### src/rtl/ser_ctl_pkg.sv
package ser_ctl_pkg;
  localparam int OP_BITS    = 2;
  localparam int ADDR_BITS  = 4;
  localparam int DATA_BITS  = 10;
  localparam int FRAME_BITS = OP_BITS + ADDR_BITS + DATA_BITS;
  localparam int NUM_REGS   = 5;
  localparam int CNT_W      = $clog2(FRAME_BITS + 1);

  typedef logic [DATA_BITS-1:0] word_t;

  typedef enum logic [ADDR_BITS-1:0] {
    ADR_MODE_A = 4'd0,
    ADR_MODE_B = 4'd1,
    ADR_GAIN   = 4'd2,
    ADR_BLACK  = 4'd3,
    ADR_TEST   = 4'd4
  } reg_addr_e;

  // packed LSB-first so index k holds the k-th bit received
  typedef struct packed {
    word_t                 data;
    logic [ADDR_BITS-1:0]  addr;
    logic [OP_BITS-1:0]    op;
  } frame_t;

  localparam logic [OP_BITS-1:0] OP_WRITE = 2'b10;  // O1=1, O0=0
  localparam word_t BLACK_DEFAULT = word_t'(64);

  function automatic word_t reg_default(int idx);
    return (idx == int'(ADR_BLACK)) ? BLACK_DEFAULT : '0;
  endfunction
endpackage

### src/rtl/ser_ctl_sync.sv
module ser_ctl_sync #(
  parameter int             W       = 3,
  parameter int             STAGES  = 2,
  parameter logic [W-1:0]   RST_VAL = '0
) (
  input  logic         clk,
  input  logic         rst_n,
  input  logic [W-1:0] d,
  output logic [W-1:0] q
);
  logic [STAGES-1:0][W-1:0] pipe;

  always_ff @(posedge clk or negedge rst_n) begin
    if (!rst_n) begin
      pipe <= {STAGES{RST_VAL}};
    end else begin
      pipe[0] <= d;
      for (int s = 1; s < STAGES; s++) pipe[s] <= pipe[s-1];
    end
  end

  assign q = pipe[STAGES-1];
endmodule

### src/rtl/ser_ctl_shift.sv
module ser_ctl_shift
  import ser_ctl_pkg::*;
#(
  parameter int NBITS = FRAME_BITS,
  localparam int CW   = $clog2(NBITS + 1),
  localparam int IW   = $clog2(NBITS)
) (
  input  logic             clk,
  input  logic             rst_n,
  input  logic             cs_n_s,
  input  logic             sck_s,
  input  logic             sdi_s,
  output logic [NBITS-1:0] frame,
  output logic             commit
);
  logic          cs_q, sck_q;
  logic [CW-1:0] cnt;
  logic          sck_rise, cs_fall, cs_rise;

  assign sck_rise = sck_s & ~sck_q;
  assign cs_fall  = cs_q & ~cs_n_s;
  assign cs_rise  = ~cs_q & cs_n_s;

  always_ff @(posedge clk or negedge rst_n) begin
    if (!rst_n) begin
      cs_q  <= 1'b1;
      sck_q <= 1'b0;
    end else begin
      cs_q  <= cs_n_s;
      sck_q <= sck_s;
    end
  end

  always_ff @(posedge clk or negedge rst_n) begin
    if (!rst_n) begin
      cnt   <= '0;
      frame <= '0;
    end else if (cs_fall) begin
      cnt <= '0;
    end else if (!cs_n_s && sck_rise && (cnt < CW'(NBITS))) begin
      frame[cnt[IW-1:0]] <= sdi_s;
      cnt                <= cnt + 1'b1;
    end
  end

  assign commit = cs_rise && (cnt == CW'(NBITS));

  AST_FRAME_RESTART: assert property (@(posedge clk) disable iff (!rst_n)
    cs_fall |=> (cnt == '0));

  AST_IDLE_NO_SHIFT: assert property (@(posedge clk) disable iff (!rst_n)
    cs_n_s |=> $stable(cnt));
endmodule

### src/rtl/ser_ctl_regs.sv
module ser_ctl_regs
  import ser_ctl_pkg::*;
#(
  parameter int NREGS = NUM_REGS,
  parameter int DW    = DATA_BITS,
  parameter int AW    = ADDR_BITS
) (
  input  logic                      clk,
  input  logic                      rst_n,
  input  logic                      commit,
  input  frame_t                    frame,
  input  logic                      op_bypass,
  output logic [NREGS-1:0][DW-1:0]  bank
);
  logic op_ok, addr_ok, wr;

  assign op_ok   = op_bypass || (frame.op == OP_WRITE);
  assign addr_ok = (frame.addr < AW'(NREGS));
  assign wr      = commit && op_ok && addr_ok;

  for (genvar i = 0; i < NREGS; i++) begin : g_word
    always_ff @(posedge clk or negedge rst_n) begin
      if (!rst_n)                              bank[i] <= DW'(reg_default(i));
      else if (wr && frame.addr == AW'(i))     bank[i] <= frame.data;
    end
  end

  AST_HOLD_WITHOUT_COMMIT: assert property (@(posedge clk) disable iff (!rst_n)
    !commit |=> $stable(bank));

  AST_UNLISTED_ADDR: assert property (@(posedge clk) disable iff (!rst_n)
    (commit && frame.addr >= AW'(NREGS)) |=> $stable(bank));

  AST_OPCODE_GATE: assert property (@(posedge clk) disable iff (!rst_n)
    (commit && !op_bypass && frame.op != OP_WRITE) |=> $stable(bank));
endmodule

### src/rtl/ser_ctl_bank.sv
module ser_ctl_bank
  import ser_ctl_pkg::*;
#(
  parameter int SYNC_STAGES = 2
) (
  input  logic       clk,
  input  logic       rst_n,
  input  logic       cs_n,
  input  logic       sck,
  input  logic       sdi,
  input  logic       op_bypass,
  input  logic       stby_n,
  output logic       adc_clk_inv,
  output logic       dir_to_gain,
  output logic       dir_to_conv,
  output logic       low_rate,
  output logic       clamp_fast,
  output logic       dir_clamp_off,
  output logic [1:0] clamp_sel,
  output logic       strobe_inv,
  output logic       enable_inv,
  output logic [1:0] mon_sel,
  output logic [8:0] gain_code,
  output logic [6:0] black_target,
  output logic       ac_couple,
  output logic       standby,
  output logic       out_hiz,
  output logic       black_reset
);
  logic [2:0] pins_s;
  logic       cs_n_s, sck_s, sdi_s;
  logic [FRAME_BITS-1:0] frame_bits;
  logic       commit;
  logic [NUM_REGS-1:0][DATA_BITS-1:0] bank;
  word_t      m_a, m_b;
  logic       unused_bits;

  ser_ctl_sync #(.W(3), .STAGES(SYNC_STAGES), .RST_VAL(3'b100)) u_sync (
    .clk(clk), .rst_n(rst_n), .d({cs_n, sck, sdi}), .q(pins_s));

  assign {cs_n_s, sck_s, sdi_s} = pins_s;

  ser_ctl_shift #(.NBITS(FRAME_BITS)) u_shift (
    .clk(clk), .rst_n(rst_n), .cs_n_s(cs_n_s), .sck_s(sck_s), .sdi_s(sdi_s),
    .frame(frame_bits), .commit(commit));

  ser_ctl_regs #(.NREGS(NUM_REGS), .DW(DATA_BITS), .AW(ADDR_BITS)) u_regs (
    .clk(clk), .rst_n(rst_n), .commit(commit), .frame(frame_t'(frame_bits)),
    .op_bypass(op_bypass), .bank(bank));

  assign m_a = bank[ADR_MODE_A];
  assign m_b = bank[ADR_MODE_B];

  assign adc_clk_inv   = m_a[6];
  assign dir_to_gain   = (m_a[5:4] == 2'b01);
  assign dir_to_conv   = m_a[5];
  assign low_rate      = m_a[3];
  assign clamp_fast    = m_b[7];
  assign dir_clamp_off = m_b[6];
  assign clamp_sel     = m_b[5:4];
  assign strobe_inv    = m_b[3];
  assign enable_inv    = m_b[2];
  assign mon_sel       = m_b[1:0];
  assign gain_code     = bank[ADR_GAIN][8:0];
  assign black_target  = bank[ADR_BLACK][6:0];
  assign ac_couple     = bank[ADR_TEST][6];

  assign standby     = m_a[0] | ~stby_n;
  assign out_hiz     = m_a[2] | standby;
  assign black_reset = m_a[1] | ~rst_n;

  assign unused_bits = ^{m_a[9:7], m_b[9:8], bank[ADR_GAIN][9],
                         bank[ADR_BLACK][9:7], bank[ADR_TEST][9:7], bank[ADR_TEST][5:0]};

  AST_STANDBY_FORCES_HIZ: assert property (@(posedge clk) disable iff (!rst_n)
    standby |-> out_hiz);
endmodule

### config.mk
export PLATFORM = sky130hd
export DESIGN_NAME = ser_ctl_bank
export DESIGN_NICKNAME = d
export VERILOG_FILES = /design/src/rtl/ser_ctl_pkg.sv /design/src/rtl/ser_ctl_sync.sv /design/src/rtl/ser_ctl_shift.sv /design/src/rtl/ser_ctl_regs.sv /design/src/rtl/ser_ctl_bank.sv
export SDC_FILE = /design/constraint.sdc
export NUM_CORES = 1
export LEC_CHECK = 0
export ABC_AREA = 1
export ABC_CLOCK_PERIOD_IN_PS = 3700
export BUFFER_PORTS_ARGS = -buffer_cell sky130_fd_sc_hd__buf_4
export CAP_MARGIN = 20
export CORE_MARGIN = 2
export CORE_UTILIZATION = 30
export DETAILED_ROUTE_END_ITERATION = 8
export RECOVER_POWER = 100
export SYNTH_ARGS = -nofsm -noshare
export SYNTH_HDL_FRONTEND = slang
export SYNTH_SLANG_ARGS = --single-unit
### constraint.sdc
create_clock -name clk -period 3.7 [get_ports clk]
set_clock_uncertainty 0.1 [all_clocks]
set_input_delay 0.925 -clock clk [delete_from_list [all_inputs] [get_ports clk]]
set_output_delay 0.925 -clock clk [all_outputs]
set_load 0.02 [all_outputs]
==> flow_metrics.env, run 1 <==
export IMPL_status="complete, no violations"
export IMPL_synth_cell_area_um2=2970
export IMPL_worstSetupStartpointType="flop"
export IMPL_min_delay_worst_endpoint="u_sync.q[0]$_DFF_PN0_"
export IMPL_critPathRequiredTime_ns=3.89
export IMPL_r2r_end="u_regs.bank[12]$_DFFE_PN0P_"
export IMPL_tightest_slew_ns=1.45
export IMPL_wl_per_cell_um=12.7
export IMPL_ant_nets=0
export IMPL_critical_path_class="reg -> reg"
export IMPL_diodes=0
export IMPL_avgViaCountPerCell=4.47
export IMPL_synth_edf_count=0
export IMPL_die_x_um=103
export IMPL_cap_viol_max_count=0
export IMPL_syn_area_per_cell_um2=8.86
export IMPL_cp_top_family="simple AND/OR/NAND/NOR gates"
export IMPL_fin_hold_ws_ns=0.248
export IMPL_fillCellCount=1031
export IMPL_synth_seq_area_share_pct=50.8
export IMPL_clock_sinks=60
export IMPL_cts_tree="done"
export IMPL_synth_seq_cells=60
export IMPL_min_period_ns=2.55
export IMPL_slew_viol_final=0
export IMPL_pin_count=39
export IMPL_peakVddDrop_uv=157
export IMPL_globalplace_congestion=0.723
export IMPL_crit_path_start="u_sync.q[2]$_DFF_PN1_"
export IMPL_num_rows=36
export IMPL_ff2ff_path_depth=8
export IMPL_initial_core_util_pct=30.6
export IMPL_clk_pin_slew_ns=0.07
export IMPL_synth_nets=346
export IMPL_area_growth_pct=9.53
export IMPL_crit_cells=8
export IMPL_syn_inst=335
export IMPL_relSlewSlack_pct=3.24
export IMPL_setup_viol=0
export IMPL_yosys_warnings=0
export IMPL_drc=0
export IMPL_cts_buffers=9
export IMPL_port_buffers=38
export IMPL_max_clock_freq_mhz=392
export IMPL_end_kind="flop"
export IMPL_worst_r2r_setup_slack_ns=1.15
export IMPL_grt_usage_pct=12.8
export IMPL_grt_pass1_wl_um=10200
export IMPL_power_density_nw_per_um2=435
export IMPL_cts_root_buf="clkbuf_8"
export IMPL_cts_resized=0
export IMPL_dp_hpwl_um=4230
export IMPL_min_path_type="reg -> reg"
export IMPL_grt_max_degree=61
export IMPL_dieArea_um2=10700
export IMPL_grt_ovfl_total=0
export IMPL_post_cts_buffers=0
export IMPL_clock_path_buffers=2
export IMPL_cp_slowest_cell="nor2_1"
export IMPL_arrival_ns=2.74
export IMPL_drtIter0Drc=194
export IMPL_final_period_utilization_pct=69.0
export IMPL_die_height_um=103
export IMPL_cts_max_level=3
export IMPL_crit_chain="inv_1, nor2_1, nand2_1, nor2_8, inv_1, nor2_1, nand3_1, nand2_1"
export IMPL_path_buf_inv=2
export IMPL_hold_buffers=0
export IMPL_timing_rr_start="u_sync.q[2]$_DFF_PN1_"
export IMPL_final_hold_viol_count=0
export IMPL_async_flop_share_pct=100
export IMPL_cp_max_fo=24
export IMPL_min_from="u_sync.pipe[0]$_DFF_PN0_"
export IMPL_synth_flop_cell="dfrtp_1"
export IMPL_grt_pass1_vias=2116
export IMPL_num_vias=2193
export IMPL_wl_um=6240
export IMPL_final_nets=364
export IMPL_synth_distinct_cells=24
export IMPL_holdPathStages=0
export IMPL_drive_gt1_share_pct=10.9
export IMPL_rsz0062_at_grt="no"
export IMPL_max_stage_delay_ns=1.00
export IMPL_fin_tns_setup_ns=0
export IMPL_leakagePower_nw=1.58
export IMPL_dr_pass1_iters=4
export IMPL_antenna_found_initial=0
export IMPL_clock_latency_ns=0.35
export IMPL_fp_coreArea_um2=9680
[state kept, by name (all words and copies together) (netlist names)]
name and flops:
u_regs.bank 32, u_sync.pipe 3, u_sync.q 3, u_shift.cnt 5, u_shift.cs_q 1, u_shift.frame 15
u_shift.sck_q 1
[metal layers]
layer	global-route usage (%)	wire, um	part of all wire (%)
met1	16.1	2850	46
met2	20.1	2930	47
met3	3.29	304	4.9
met4	7.19	154	2.5
met5	0	0	0
[stage by stage]
stage / utilization (%) / cells / instance area [um2] / total power [mW] / worst slack, ns
global route: 33.6 / 491 / 3250 / 1.47 / 0.860
CTS: 35.3 / 491 / 3420 / 1.44 / 1.26
global placement: 33.0 / 475 / 3190 / 0.764 / 1.27
floorplan: - / 335 / 2970 / 0.733 / 1.29
finish: 33.6 / 491 / 3250 / 1.41 / 1.15
detailed placement: 33.0 / 475 / 3190 / 0.766 / 1.27
[how the worst max path moves through the flow]
| stage | end |
|---|---|
| 5_1_grt | u_regs.bank[16]$_DFFE_PN0P_ |
| 4_1_cts | out_hiz |
| 3_5_place_dp | out_hiz |
| 3_3_place_gp | out_hiz |
| 2_1_floorplan | out_hiz |
| 6_report | u_regs.bank[12]$_DFFE_PN0P_ |
[cell families (layout without fill, tap and decap cells)]
kind of cell / Yosys count / after routing / synth area share [%]
fa+ha+maj: 4 / 4 / 1.69
xor+xnor: 1 / 1 / 0.295
simple gates: 194 / 194 / 32.3
flops: 60 / 60 / 50.8
compound gates: 13 / 13 / 3.08
buf+inv: 63 / 86 / 11.9
[cell usage after synthesis (2+ instances only)]
cell | number | area, um2
buf_2 | 3 | 15.0
nor2_8 | 3 | 60.1
nand3_2 | 3 | 30.0
nand2_1 | 105 | 394
buf_6 | 5 | 56.3
a21oi_1 | 2 | 10.0
nand4_1 | 17 | 106
nand3_1 | 43 | 215
nor3_4 | 3 | 48.8
nor2_1 | 15 | 56.3
clkbuf_1 | 5 | 18.8
buf_4 | 20 | 150
dfstp_2 | 4 | 105
dfrtp_1 | 56 | 1400
or2_1 | 2 | 12.5
inv_2 | 8 | 30.0
o21ai_1 | 4 | 20.0
ha_1 | 4 | 50.1
o21ai_2 | 7 | 61.3
inv_1 | 22 | 82.6
[power breakdown]
| part | switching, mW | leakage [nW] | internal, mW |
|---|---|---|---|
| combinational | 0.0493 | 0.671 | 0.0179 |
| clock | 0.268 | 0.110 | 0.400 |
| sequential | 0.0111 | 0.805 | 0.668 |
| total | 0.328 | 1.58 | 1.09 |
[cell usage in the layout, fill, tap and decap left out, drive strengths merged, types with 2 or more instances in the layout]
| cell | Yosys | routed |
|---|---|---|
| nand2 | 106 | 106 |
| a21oi | 2 | 2 |
| dfstp | 4 | 4 |
| bufinv | 0 | 2 |
| ha | 4 | 4 |
| clkinv | 0 | 2 |
| inv | 30 | 30 |
| nand4 | 17 | 17 |
| nor2 | 19 | 19 |
| nand3 | 47 | 47 |
| dfrtp | 56 | 56 |
| buf | 28 | 2 |
| nor3 | 3 | 3 |
| clkbuf | 5 | 49 |
| o21ai | 11 | 11 |
| or2 | 2 | 2 |
[final cells by class]
class | instances | area [um2] | area share, %
well taps | 133 | 166 | 5.12
multi-input cells | 212 | 1060 | 32.8
flip-flops and latches | 60 | 1510 | 46.3
clock inverters | 5 | 85.1 | 2.62
clock buffers | 11 | 141 | 4.35
inverters | 30 | 113 | 3.46
repair buffers | 40 | 174 | 5.35
Note: power is estimated with default switching activity, not from simulation.
==> run 2: changes to the inputs <==
--- a/config.mk
+++ b/config.mk
@@ -6,7 +6,7 @@
 export NUM_CORES = 1
 export LEC_CHECK = 0
 export ABC_AREA = 1
-export ABC_CLOCK_PERIOD_IN_PS = 3700
+export ABC_CLOCK_PERIOD_IN_PS = 2500
 export BUFFER_PORTS_ARGS = -buffer_cell sky130_fd_sc_hd__buf_4
 export CAP_MARGIN = 20
 export CORE_MARGIN = 2
==> constraint.sdc (replaced) <==
create_clock -name clk -period 2.5 [get_ports clk]
set_clock_uncertainty 0.1 [all_clocks]
set_input_delay 0.625 -clock clk [delete_from_list [all_inputs] [get_ports clk]]
set_output_delay 0.625 -clock clk [all_outputs]
set_load 0.02 [all_outputs]
==> run 2 against run 1 <==
  * Clock power increased by 46%
  * Hold slack improved by 0.0028 ns
  * The run now ends with capacitance limit, slew limit left
  * Non-clock buffer count did not move
  * Global-route usage down 0.58 points
  * Critical path type unchanged
  * Count of clock-buffer cells in the layout up 1
  * Highest routed layer unchanged
  * Fmax is 27% higher
  * Die area unchanged
  * Via count shrank 0.32%
  * Sequential cell count unchanged
==> flow_metrics.env, run 2 (synthesis results as in run 1) <==
export IMPL_crit_chain="or2_1, nor3_2, nand3_2, nand2_1, nand2_1"
export IMPL_critPathCapture="u_regs.bank[16]$_DFFE_PN0P_"
export IMPL_critPathRequiredTime_ns=2.62
export IMPL_grt_ovfl_total=0
export IMPL_arrival_ns=2.13
export IMPL_globalplace_congestion=0.755
export IMPL_fp_coreArea_um2=9680
export IMPL_cp_slowest_cell="nor3_2"
export IMPL_crit_path_start="u_shift.frame[5]$_DFFE_PN0P_"
export IMPL_drtIter0Drc=174
export IMPL_peakVddDrop_uv=249
export IMPL_cts_buffers=9
export IMPL_num_rows=36
export IMPL_post_dp_cell_area_um2=3190
export IMPL_cts_resized=0
export IMPL_grt_max_degree=61
export IMPL_final_hold_viol_count=0
export IMPL_post_cts_buffers=0
export IMPL_initial_core_util_pct=30.6
export IMPL_path_buf_inv=0
export IMPL_avgViaCountPerCell=4.45
export IMPL_grt_pass1_vias=2005
export IMPL_ant_nets=0
export IMPL_pin_count=39
export IMPL_reg_top3="u_regs.bank x32, u_shift.frame x15, u_shift.cnt x5"
export IMPL_grt_pass1_wl_um=9910
export IMPL_mostFrequentLayoutCell="nand2_1"
export IMPL_violations="capacitance limit, slew limit"
export IMPL_final_nets=364
export IMPL_antenna_found_initial=0
export IMPL_drive_gt1_share_pct=11.7
export IMPL_clock_latency_ns=0.34
export IMPL_worst_r2r_setup_slack_ns=0.49
export IMPL_min_path_type="reg -> reg"
export IMPL_dr_pass1_iters=4
export IMPL_die_height_um=103
export IMPL_max_clock_freq_mhz=498
export IMPL_largest_reg_flops=32
export IMPL_diodes=0
export IMPL_wl_per_cell_um=12.6
export IMPL_num_vias=2186
export IMPL_status="finished with violations"
export IMPL_dieArea_um2=10700
export IMPL_rsz0062_at_grt="no"
export IMPL_cap_viol_max_count=1
export IMPL_clock_sinks=60
export IMPL_port_buffers=38
export IMPL_cts_root_buf="clkbuf_8"
export IMPL_fin_util_pct=33.6
export IMPL_timing_rr_start="u_shift.frame[5]$_DFFE_PN0P_"
export IMPL_final_cell_area_um2=3250
export IMPL_min_period_ns=2.01
export IMPL_fin_tns_setup_ns=0
export IMPL_drc=0
export IMPL_max_stage_delay_ns=0.50
export IMPL_clk_pin_slew_ns=0.06
export IMPL_leakagePower_nw=1.59
export IMPL_tightest_slew_ns=1.50
export IMPL_relSlewSlack_pct=-0.199
export IMPL_power_density_nw_per_um2=641
export IMPL_setup_viol=0
export IMPL_cts_tree="done"
export IMPL_cp_common_cell="nand2_1"
export IMPL_worstSetupStartpointType="flop"
export IMPL_critical_path_class="reg -> reg"
export IMPL_wl_um=6210
export IMPL_final_period_utilization_pct=80.4
export IMPL_end_kind="flop"
export IMPL_r2r_end="u_regs.bank[16]$_DFFE_PN0P_"
export IMPL_area_growth_pct=9.49
export IMPL_crit_cells=5
export IMPL_clock_path_buffers=2
export IMPL_grt_usage_pct=12.3
export IMPL_dp_hpwl_um=4230
export IMPL_cp_top_family="simple AND/OR/NAND/NOR gates"
export IMPL_final_cell_mix="105 x nand2_1, 56 x dfrtp_1, 44 x nand3_1, 35 x clkbuf_1, 24 x inv_1"
export IMPL_slew_viol_final=60
export IMPL_cts_max_level=3
export IMPL_die_x_um=103
export IMPL_regMostFlops="u_regs.bank"
export IMPL_hold_buffers=0
export IMPL_cp_max_fo=9
export IMPL_ff2ff_path_depth=5
run 2: cell count changes in the layout (fill, tap and decap cells not counted), sizes merged:
cell,previous run,this run
clkbuf,49,50
clkinv,2,1
run 2: metal layers:
layer | part of all wire (%) | vias up | global-route usage (%) | wire, um
met5 | 0 | - | 0 | 0
met4 | 1.2 | 0 | 5.16 | 77
met3 | 4.5 | 7 | 3.29 | 280
met2 | 46 | 39 | 18.7 | 2860
met1 | 48 | 1046 | 16.4 | 2990
li1 | - | 1094 | - | -
run 2: cell type report:
type                       count  area (um2)
timing repair buffer          40         171
tap                          133         166
multi-input combinational    212        1070
inverter                      30         113
fill                        1023        6430
sequential                    60        1510
clock inverter                 4        72.6
clock buffer                  12         145
run 2: metrics by stage:
stage	power, mW	worst slack [ns]	instances	hold slack [ns]
after global routing	2.15	0.315	491	0.266
after global placement	1.13	0.666	475	0.239
after floorplan	1.09	0.692	335	0.229
after detailed placement	1.13	0.641	475	0.237
final	2.08	0.490	491	0.251
after CTS	2.11	0.571	491	0.252
run 2: power by group:
part	switching (mW)	leakage, nW	internal (mW)
Sequential	0.0162	0.804	0.989
Clock	0.389	0.107	0.588
Combinational	0.0745	0.682	0.0260
run 2: worst min-delay path by stage:
stage,cells past startpoint,start,slack [ns],endpoint
final,0,u_sync.pipe[0]$_DFF_PN0_,0.25,u_sync.q[0]$_DFF_PN0_
after global routing,0,u_sync.pipe[2]$_DFF_PN1_,0.27,u_sync.q[2]$_DFF_PN1_
after CTS,0,u_sync.pipe[0]$_DFF_PN0_,0.25,u_sync.q[0]$_DFF_PN0_
after detailed placement,0,u_sync.pipe[1]$_DFF_PN0_,0.24,u_sync.q[1]$_DFF_PN0_
after global placement,0,u_sync.pipe[0]$_DFF_PN0_,0.24,u_sync.q[0]$_DFF_PN0_
after floorplan,0,rst_n,0.23,u_regs.bank[0]$_DFFE_PN0P_
run 2: worst register-to-register path: stages, from the launching register on:
cell and delay (ns):
dfrtp_1 0.42, or2_1 0.34, nor3_2 0.50, nand3_2 0.32, nand2_1 0.14, nand2_1 0.07
